--- src/rtl/exc_pkg.sv ---
package exc_pkg;

    typedef enum logic [2:0] {
        CAUSE_NONE     = 3'd0,
        CAUSE_NMI      = 3'd1,
        CAUSE_GURU     = 3'd2,
        CAUSE_BUSFAULT = 3'd3,
        CAUSE_IRQ      = 3'd4,
        CAUSE_BREAK    = 3'd5
    } cause_e;

    typedef enum logic [1:0] {
        ST_RUN   = 2'd0,
        ST_ENTER = 2'd1,
        ST_HALT  = 2'd2
    } ctrl_state_e;

    localparam int unsigned IEN_BIT   = 4;
    localparam int unsigned MEN_BIT   = 30;
    localparam int unsigned QFLAG_BIT = 31;
    localparam int unsigned SREG_W    = 4;
    localparam logic [SREG_W-1:0] SREG_ERP = 4'd10;
    localparam logic [SREG_W-1:0] SREG_NRP = 4'd12;
    localparam logic [SREG_W-1:0] SREG_CCS = 4'd13;

endpackage

--- src/rtl/exc_arbiter.sv ---
module exc_arbiter
    import exc_pkg::*;
(
    input  logic   bus_fault,
    input  logic   brk,
    input  logic   nmi_req,
    input  logic   irq_req,
    input  logic   boundary,
    input  logic   nmi_en,
    input  logic   irq_en,
    output cause_e cause
);
    logic nmi_ok;
    logic irq_ok;

    assign nmi_ok = nmi_req && boundary && nmi_en;
    assign irq_ok = irq_req && boundary && irq_en;

    always_comb begin
        if (bus_fault)   cause = CAUSE_BUSFAULT;
        else if (brk)    cause = CAUSE_BREAK;
        else if (nmi_ok) cause = CAUSE_NMI;
        else if (irq_ok) cause = CAUSE_IRQ;
        else             cause = CAUSE_NONE;
    end
endmodule

--- src/rtl/exc_update.sv ---
module exc_update
    import exc_pkg::*;
#(
    parameter int unsigned XLEN  = 32,
    parameter int unsigned VEC_W = 8
) (
    input  cause_e                cause,
    input  logic [XLEN-1:0]       pc,
    input  logic [XLEN-1:0]       status,
    input  logic [VEC_W-1:0]      irq_vec,
    input  logic [VEC_W-1:0]      fault_vec,
    input  logic [VEC_W-1:0]      brk_vec,
    output logic [VEC_W-1:0]      vec,
    output logic [XLEN-1:0]       status_new,
    output logic [SREG_W-1:0]     ret_idx,
    output logic [XLEN-1:0]       ret_data
);
    localparam logic [XLEN-1:0] BRK_STEP = XLEN'(2);
    localparam logic [XLEN-1:0] MEN_MASK = XLEN'(1) << MEN_BIT;

    always_comb begin
        vec        = '0;
        status_new = status;
        ret_idx    = SREG_ERP;
        ret_data   = pc;
        unique case (cause)
            CAUSE_NMI: begin
                status_new = status & ~MEN_MASK;
                ret_idx    = SREG_NRP;
            end
            CAUSE_BUSFAULT: vec = fault_vec;
            CAUSE_BREAK: begin
                vec      = brk_vec;
                ret_data = pc + BRK_STEP;
            end
            CAUSE_IRQ: vec = irq_vec;
            default: begin
                status_new = status;
            end
        endcase
    end
endmodule

--- src/rtl/exc_entry_ctrl.sv ---
module exc_entry_ctrl
    import exc_pkg::*;
#(
    parameter int unsigned XLEN  = 32,
    parameter int unsigned VEC_W = 8
) (
    input  logic              clk,
    input  logic              rst_n,
    input  logic              boundary_i,
    input  logic              irq_req_i,
    input  logic [VEC_W-1:0]  irq_vec_i,
    input  logic              nmi_req_i,
    input  logic              bus_fault_i,
    input  logic [VEC_W-1:0]  fault_vec_i,
    input  logic              brk_i,
    input  logic [VEC_W-1:0]  brk_vec_i,
    input  logic [XLEN-1:0]   pc_i,
    input  logic [XLEN-1:0]   status_i,
    output logic              entry_o,
    output logic [2:0]        cause_o,
    output logic [VEC_W-1:0]  vec_o,
    output logic [XLEN-1:0]   status_o,
    output logic              ret_we_o,
    output logic [SREG_W-1:0] ret_idx_o,
    output logic [XLEN-1:0]   ret_data_o,
    output logic              fatal_o
);
    ctrl_state_e state_q, state_d;
    cause_e      sel_cause;
    cause_e      last_cause_q;
    logic        recursive_fault;

    logic [VEC_W-1:0]  vec_d;
    logic [XLEN-1:0]   status_d;
    logic [SREG_W-1:0] ret_idx_d;
    logic [XLEN-1:0]   ret_data_d;

    exc_arbiter u_arb (
        .bus_fault (bus_fault_i),
        .brk       (brk_i),
        .nmi_req   (nmi_req_i),
        .irq_req   (irq_req_i),
        .boundary  (boundary_i),
        .nmi_en    (status_i[MEN_BIT]),
        .irq_en    (status_i[IEN_BIT]),
        .cause     (sel_cause)
    );

    exc_update #(.XLEN(XLEN), .VEC_W(VEC_W)) u_upd (
        .cause      (sel_cause),
        .pc         (pc_i),
        .status     (status_i),
        .irq_vec    (irq_vec_i),
        .fault_vec  (fault_vec_i),
        .brk_vec    (brk_vec_i),
        .vec        (vec_d),
        .status_new (status_d),
        .ret_idx    (ret_idx_d),
        .ret_data   (ret_data_d)
    );

    assign recursive_fault = bus_fault_i && (last_cause_q == CAUSE_BUSFAULT);

    // Next-state decision
    always_comb begin
        state_d = state_q;
        unique case (state_q)
            ST_RUN, ST_ENTER: begin
                if (recursive_fault)               state_d = ST_HALT;
                else if (sel_cause != CAUSE_NONE)  state_d = ST_ENTER;
                else                               state_d = ST_RUN;
            end
            ST_HALT: state_d = ST_HALT;
            default: state_d = ST_RUN;
        endcase
    end

    // State register
    always_ff @(posedge clk) begin
        if (!rst_n) state_q <= ST_RUN;
        else        state_q <= state_d;
    end

    // Registered outputs and recorded cause
    always_ff @(posedge clk) begin
        if (!rst_n) begin
            cause_o      <= '0;
            vec_o        <= '0;
            status_o     <= '0;
            ret_idx_o    <= '0;
            ret_data_o   <= '0;
            fatal_o      <= 1'b0;
            last_cause_q <= CAUSE_NONE;
        end else begin
            cause_o    <= '0;
            vec_o      <= '0;
            status_o   <= '0;
            ret_idx_o  <= '0;
            ret_data_o <= '0;
            if (state_d == ST_HALT) begin
                fatal_o <= 1'b1;
            end else if (state_d == ST_ENTER) begin
                cause_o      <= sel_cause;
                vec_o        <= vec_d;
                status_o     <= status_d;
                ret_idx_o    <= ret_idx_d;
                ret_data_o   <= ret_data_d;
                last_cause_q <= sel_cause;
            end
        end
    end

    assign entry_o  = (state_q == ST_ENTER);
    assign ret_we_o = entry_o;

    assert_entry_has_cause_R7: assert property (@(posedge clk) disable iff (!rst_n)
        entry_o |-> (cause_o != 3'd0));
    assert_nmi_fields_R4: assert property (@(posedge clk) disable iff (!rst_n)
        (entry_o && cause_o == 3'(CAUSE_NMI)) |->
        (vec_o == '0 && !status_o[MEN_BIT] && ret_idx_o == SREG_NRP && ret_data_o == $past(pc_i)));
    assert_irq_gated_R3: assert property (@(posedge clk) disable iff (!rst_n)
        (entry_o && cause_o == 3'(CAUSE_IRQ)) |-> $past(boundary_i && status_i[IEN_BIT]));
    assert_break_ret_R6: assert property (@(posedge clk) disable iff (!rst_n)
        (entry_o && cause_o == 3'(CAUSE_BREAK)) |-> (ret_data_o == $past(pc_i) + XLEN'(2)));
    assert_fatal_sticky_R8: assert property (@(posedge clk) disable iff (!rst_n)
        fatal_o |=> (fatal_o && !entry_o));
    assert_recursive_fault_R8: assert property (@(posedge clk) disable iff (!rst_n)
        (bus_fault_i && last_cause_q == CAUSE_BUSFAULT) |=> fatal_o);
endmodule

--- config.mk ---
export PLATFORM = sky130hd
export DESIGN_NAME = exc_entry_ctrl
export DESIGN_NICKNAME = d
export VERILOG_FILES = /design/src/rtl/exc_pkg.sv /design/src/rtl/exc_arbiter.sv /design/src/rtl/exc_update.sv /design/src/rtl/exc_entry_ctrl.sv
export SDC_FILE = /design/constraint.sdc
export NUM_CORES = 1
export LEC_CHECK = 0
export ABC_AREA = 1
export BUFFER_PORTS_ARGS = -buffer_cell sky130_fd_sc_hd__buf_2
export CORE_MARGIN = 10
export CORE_UTILIZATION = 41
export DETAILED_ROUTE_END_ITERATION = 8
export GPL_TIMING_DRIVEN = 0
export HOLD_SLACK_MARGIN = 0.12
export PLACE_DENSITY = 0.76
export SETUP_SLACK_MARGIN = 0.15
export SYNTH_ARGS = -nofsm -noshare
export SYNTH_HDL_FRONTEND = slang
export SYNTH_SLANG_ARGS = --single-unit
--- constraint.sdc ---
create_clock -name clk -period 1.4 [get_ports clk]
set_input_delay 0.28 -clock clk [delete_from_list [all_inputs] [get_ports clk]]
set_output_delay 0.28 -clock clk [all_outputs]
set_load 0.05 [all_outputs]
* Yosys cells after proc, flatten, opt, wreduce, memory -nomap -nowiden *
Index checks and enable logic that the tools add are counted.

operators by class
  equality and inequality tests = 9
  reduce and logical (&&, ||, !) cells = 11
  multiplexer cells = 10
  $add $sub $neg = 1
  bitwise operators = 3

operators by type and width
  cell                   number
  $add 32x2->32 const B  1
  $mux 32                1
  $pmux 8 s3             1
  $mux 3                 5
  $eq 3x2->1 const B     2
  $eq 3x3->1 const B     2
  $logic_and 1x1->1      5
  $eq 2x1->1 const B     2
  $eq 2x2->1 const B     2
  $pmux 2 s2             1
  $reduce_or 4->1        1
  $eq 3x1->1 const B     1
  $not 1->1              3
  $reduce_bool 3->1      1
  $reduce_or 3->1        1
  $logic_not 2->1        1
  $mux 2                 1
  $reduce_and 2->1       1
  $reduce_or 2->1        1
  $mux 1                 1

storage, ports and cells
  bits in registers = 85
  word-level logic and storage cells = 43
  output and inout bits = 82
  bits of input ports = 95

* Logic depth before layout (Yosys ltp) *
  word-level depth = 13
  gate-level depth with buffers = 9
  gate-level depth less buffers = 9

* By module *
A second synthesis with hierarchy kept.

unflattened totals
  cell total of the unflattened synthesis = 561
  area total of the unflattened synthesis = 4,075.2 um^2

by module, submodules not included
  module          times used  area each (um^2)  sequential area each (um^2)  cells each
  exc_entry_ctrl  1           2,572.5           1,701.6                      279
  exc_update      1           1,460.2           0.0                          272
  exc_arbiter     1           42.5              0.0                          10

* Least setup slack after synthesis *
OpenSTA, ideal clock, no wires.

  kind = register to output
  from = reg state_q[1]
  to = out ret_we_o
  data required time = 1,120 ps
  cell stages (with the launch flop) = 3
  arrival = 1,368 ps
  slack = -248 ps
  buffers on the path = 1
  cells stage by stage = dfxtp_1 > nor2_1 > buf_4

between the ends
  word-level cells in the longest chain between the ends = 1

ends and longest elaborated chain
  what                    line                   RTL
  from (decl)             exc_entry_ctrl.sv:28   ctrl_state_e state_q, state_d;
  from (signal assigned)  exc_entry_ctrl.sv:81   else state_q <= state_d;
  $eq 2x1->1              exc_entry_ctrl.sv:113  assign entry_o = (state_q == ST_ENTER);
  to (decl)               exc_entry_ctrl.sv:23   output logic ret_we_o,

No other way between the ends.

* Worst setup path in the final report *
  from = reg state_q[0]
  to = out ret_we_o

The elaborated chain is that of the path after synthesis.

==> metrics.txt <==
post-synth cell types 33; Reg clk slew, reported paths ~90 ps; Routed WL ~12000 um; first-pass GRT wire length approximately 18000 um; vias 3676; commonest cells in the netlist 90 x nor2_1, 86 x nand2_1, 84 x dfxtp_1; largest cells by area after synthesis dfxtp_1 48%, nor2_1 9.7%, nand2_1 9.3%; Seq/Total Area, Yosys 0.484; worst setup margin slightly above 7 ps; height of the die around 110 um; worst-path cell chain inv_2 > nor2_4 > buf_6 > buf_8; violation count after the first detailed-routing iteration ~190; Antenna Nets Post-Route 0; Post-Synth XOR/XNOR Area 0.0303; status finished clean; Final nets around 750; worst hold margin about 140 ps; critical path capture point type output pin; Avg Inst Size Synth slightly below 8 um2; gpl congestion 0.891; Yosys warning count 0; Setup TNS 0 ps; Cell Area, Synth about 3500 um2; worst-skew pair later-pin latency 350 ps; share of layout cells above drive strength 1 0.486; Tcrit/Tclk final 0.995; Max-Cap Viols 0; DRC violations left 0; CTS max path bufs 2; pin count of the biggest net entering global routing 16; largest family of logic cells by synthesized area simple AND/OR/NAND/NOR gates; total power between 6000 and 7000 uW; Clock Sinks 84; DR vias/cell 4.80; post-synthesis adder-cell area fraction 0.00360; Main synth FF type dfxtp_1; CP Max Fanout 2; Hold Vio Cnt, Final 0; post-synthesis mux area share 0; grt total ovfl 0; Slew Limit Fails 0; Pwr per Cell Area 1120 nW/um2; Pleak 0.00278 uW; CP required 1120 ps; compound-gate portion of the synthesized area 0.0454; # diodes 0; Mapped Cells 449; cell with the most instances after synthesis nor2_1; crit path DAT 1110 ps; worst hold path class input port to flip-flop; GRT Total Usage 0.174; Buf+Inv Stages, Crit Path 3; Synth area leader dfxtp_1; number of synthesized flops with an enable pin 0; peak supply drop roughly 550 uV; Port Buf Inserts 175; slowest cell on the critical path dfxtp_2; die width ~110 um; fmax 0.718 GHz; flops & latches, synth 84; Area Growth Syn to Fin 60.8%; final instance area between 5000 and 6000 um2; simple-gate portion of the synthesized area 0.329; # IOs roughly 180; CP top delay family flip-flops; asr flop ratio synth 0; Register Area around 1700 um2; setup violators final 0; htree depth 3; Final min period ~1400 ps; core box area 8220 um2; top cell type's share of synthesized area 0.484; crit path kind flip-flop to output pin; die area roughly 13000 um2; RSZ-0062 raised after global routing true; CTS tree done; vias in the first global route approximately 3.6k; Root Buffer clkbuf_8; row cnt 33; area post-placement 4510 um2; Synth Net Count 545; Startpoint Class flip-flop; Multi-input gate area ~1900 um2; DP Worst Slack -278 ps; Clock Skew roughly 7.4 ps; initial antenna violation count 0; DRT Pass-1 Iters 4; initial core utilization 0.422; post-DR wirelength/cell about 16 um; FILL cells slightly above 600; slowest cell delay on critical path ~350 ps; dpl hpwl between 9000 and 10000 um; total CTS buffers 9
==> cell type report <==
class | count | area share
multi-input cells | 280 | 0.337
flip-flops and latches | 84 | 0.303
repair buffers | 196 | 0.222
inverters | 74 | 0.0498
plain buffers | 11 | 0.0247
well taps | 105 | 0.0235
clock buffers | 9 | 0.0222
clock inverters | 7 | 0.0177
==> per-layer routing <==
layer	wire, um	vias up	global-route usage
met4	165	0	0.0558
met3	1010	19	0.0633
met2	6440	160	0.303
met5	0	-	0
met1	4760	1719	0.191
li1	-	1778	-
==> placed cells by master, fill, tap and decap left out, types with 7 or more instances in the layout <==
cell and instances:
buf_2 159, dfxtp_1 80, nand2_1 77, inv_1 69, nor2_1 47, nor2_4 45, nand3_1 23, buf_4 13
clkbuf_4 11, nor2_2 10, clkbuf_8 9, nand2_2 8, nand4_1 8, buf_6 7
==> stage by stage <==
stage | util | std cells
3_5_place_dp | 0.548 | 729
4_1_cts | 0.604 | 758
5_1_grt | 0.679 | 766
3_3_place_gp | 0.548 | 729
2_1_floorplan | - | 449
6_report | 0.679 | 766
==> sequential cells by signal (all words and copies together), names as in the netlist <==
name          cells
last_cause_q      3
fatal_o           1
ret_idx_o         3
cause_o           3
state_q           2
status_o         32
ret_data_o       32
vec_o             8
==> worst paths after layout <==
kind	cells past startpoint	to	slack, ps	from
hold reg to reg	2	fatal_o	480	fatal_o
setup / recovery	4	ret_we_o	7	state_q[0]
hold / removal	3	status_o[21]	140	status_i[21]
setup reg to reg	9	last_cause_q[2]	20	last_cause_q[2]
==> cell families (layout without fill, tap and decap cells) <==
kind of cell	count (synthesis)	in the layout
flops	84	84
simple gates	242	242
buf+inv	85	297
compound gates	24	24
other cells	1	1
xor+xnor	12	12
fa+ha+maj	1	1
==> tightest hold or removal path: cells and delay by family <==
| kind | cells | cell delay (ps) |
|---|---|---|
| buffers and inverters | 2 | 130 |
| and+or+nand+nor | 1 | 30 |
==> what timing repair did <==
| action | in CTS | in global routing |
|---|---|---|
| hold buffers | 2 | 0 |
| endpoints found under the hold margin | 2 | 0 |
| setup endpoints to repair | 23 | 94 |
| pin swaps | 4 | 14 |
| gates cloned | 2 | 4 |
| gates resized for setup | 26 | 128 |
| setup buffers | 9 | 4 |
==> report_power, final <==
group | leakage (uW) | switching [uW] | internal [uW]
Sequential | 0.000697 | 45.5 | 2550
Clock | 0.000110 | 908 | 1020
Combinational | 0.00197 | 1140 | 574
Total | 0.00278 | 2090 | 4140
No activity file was read; power rests on OpenSTA's default activity.
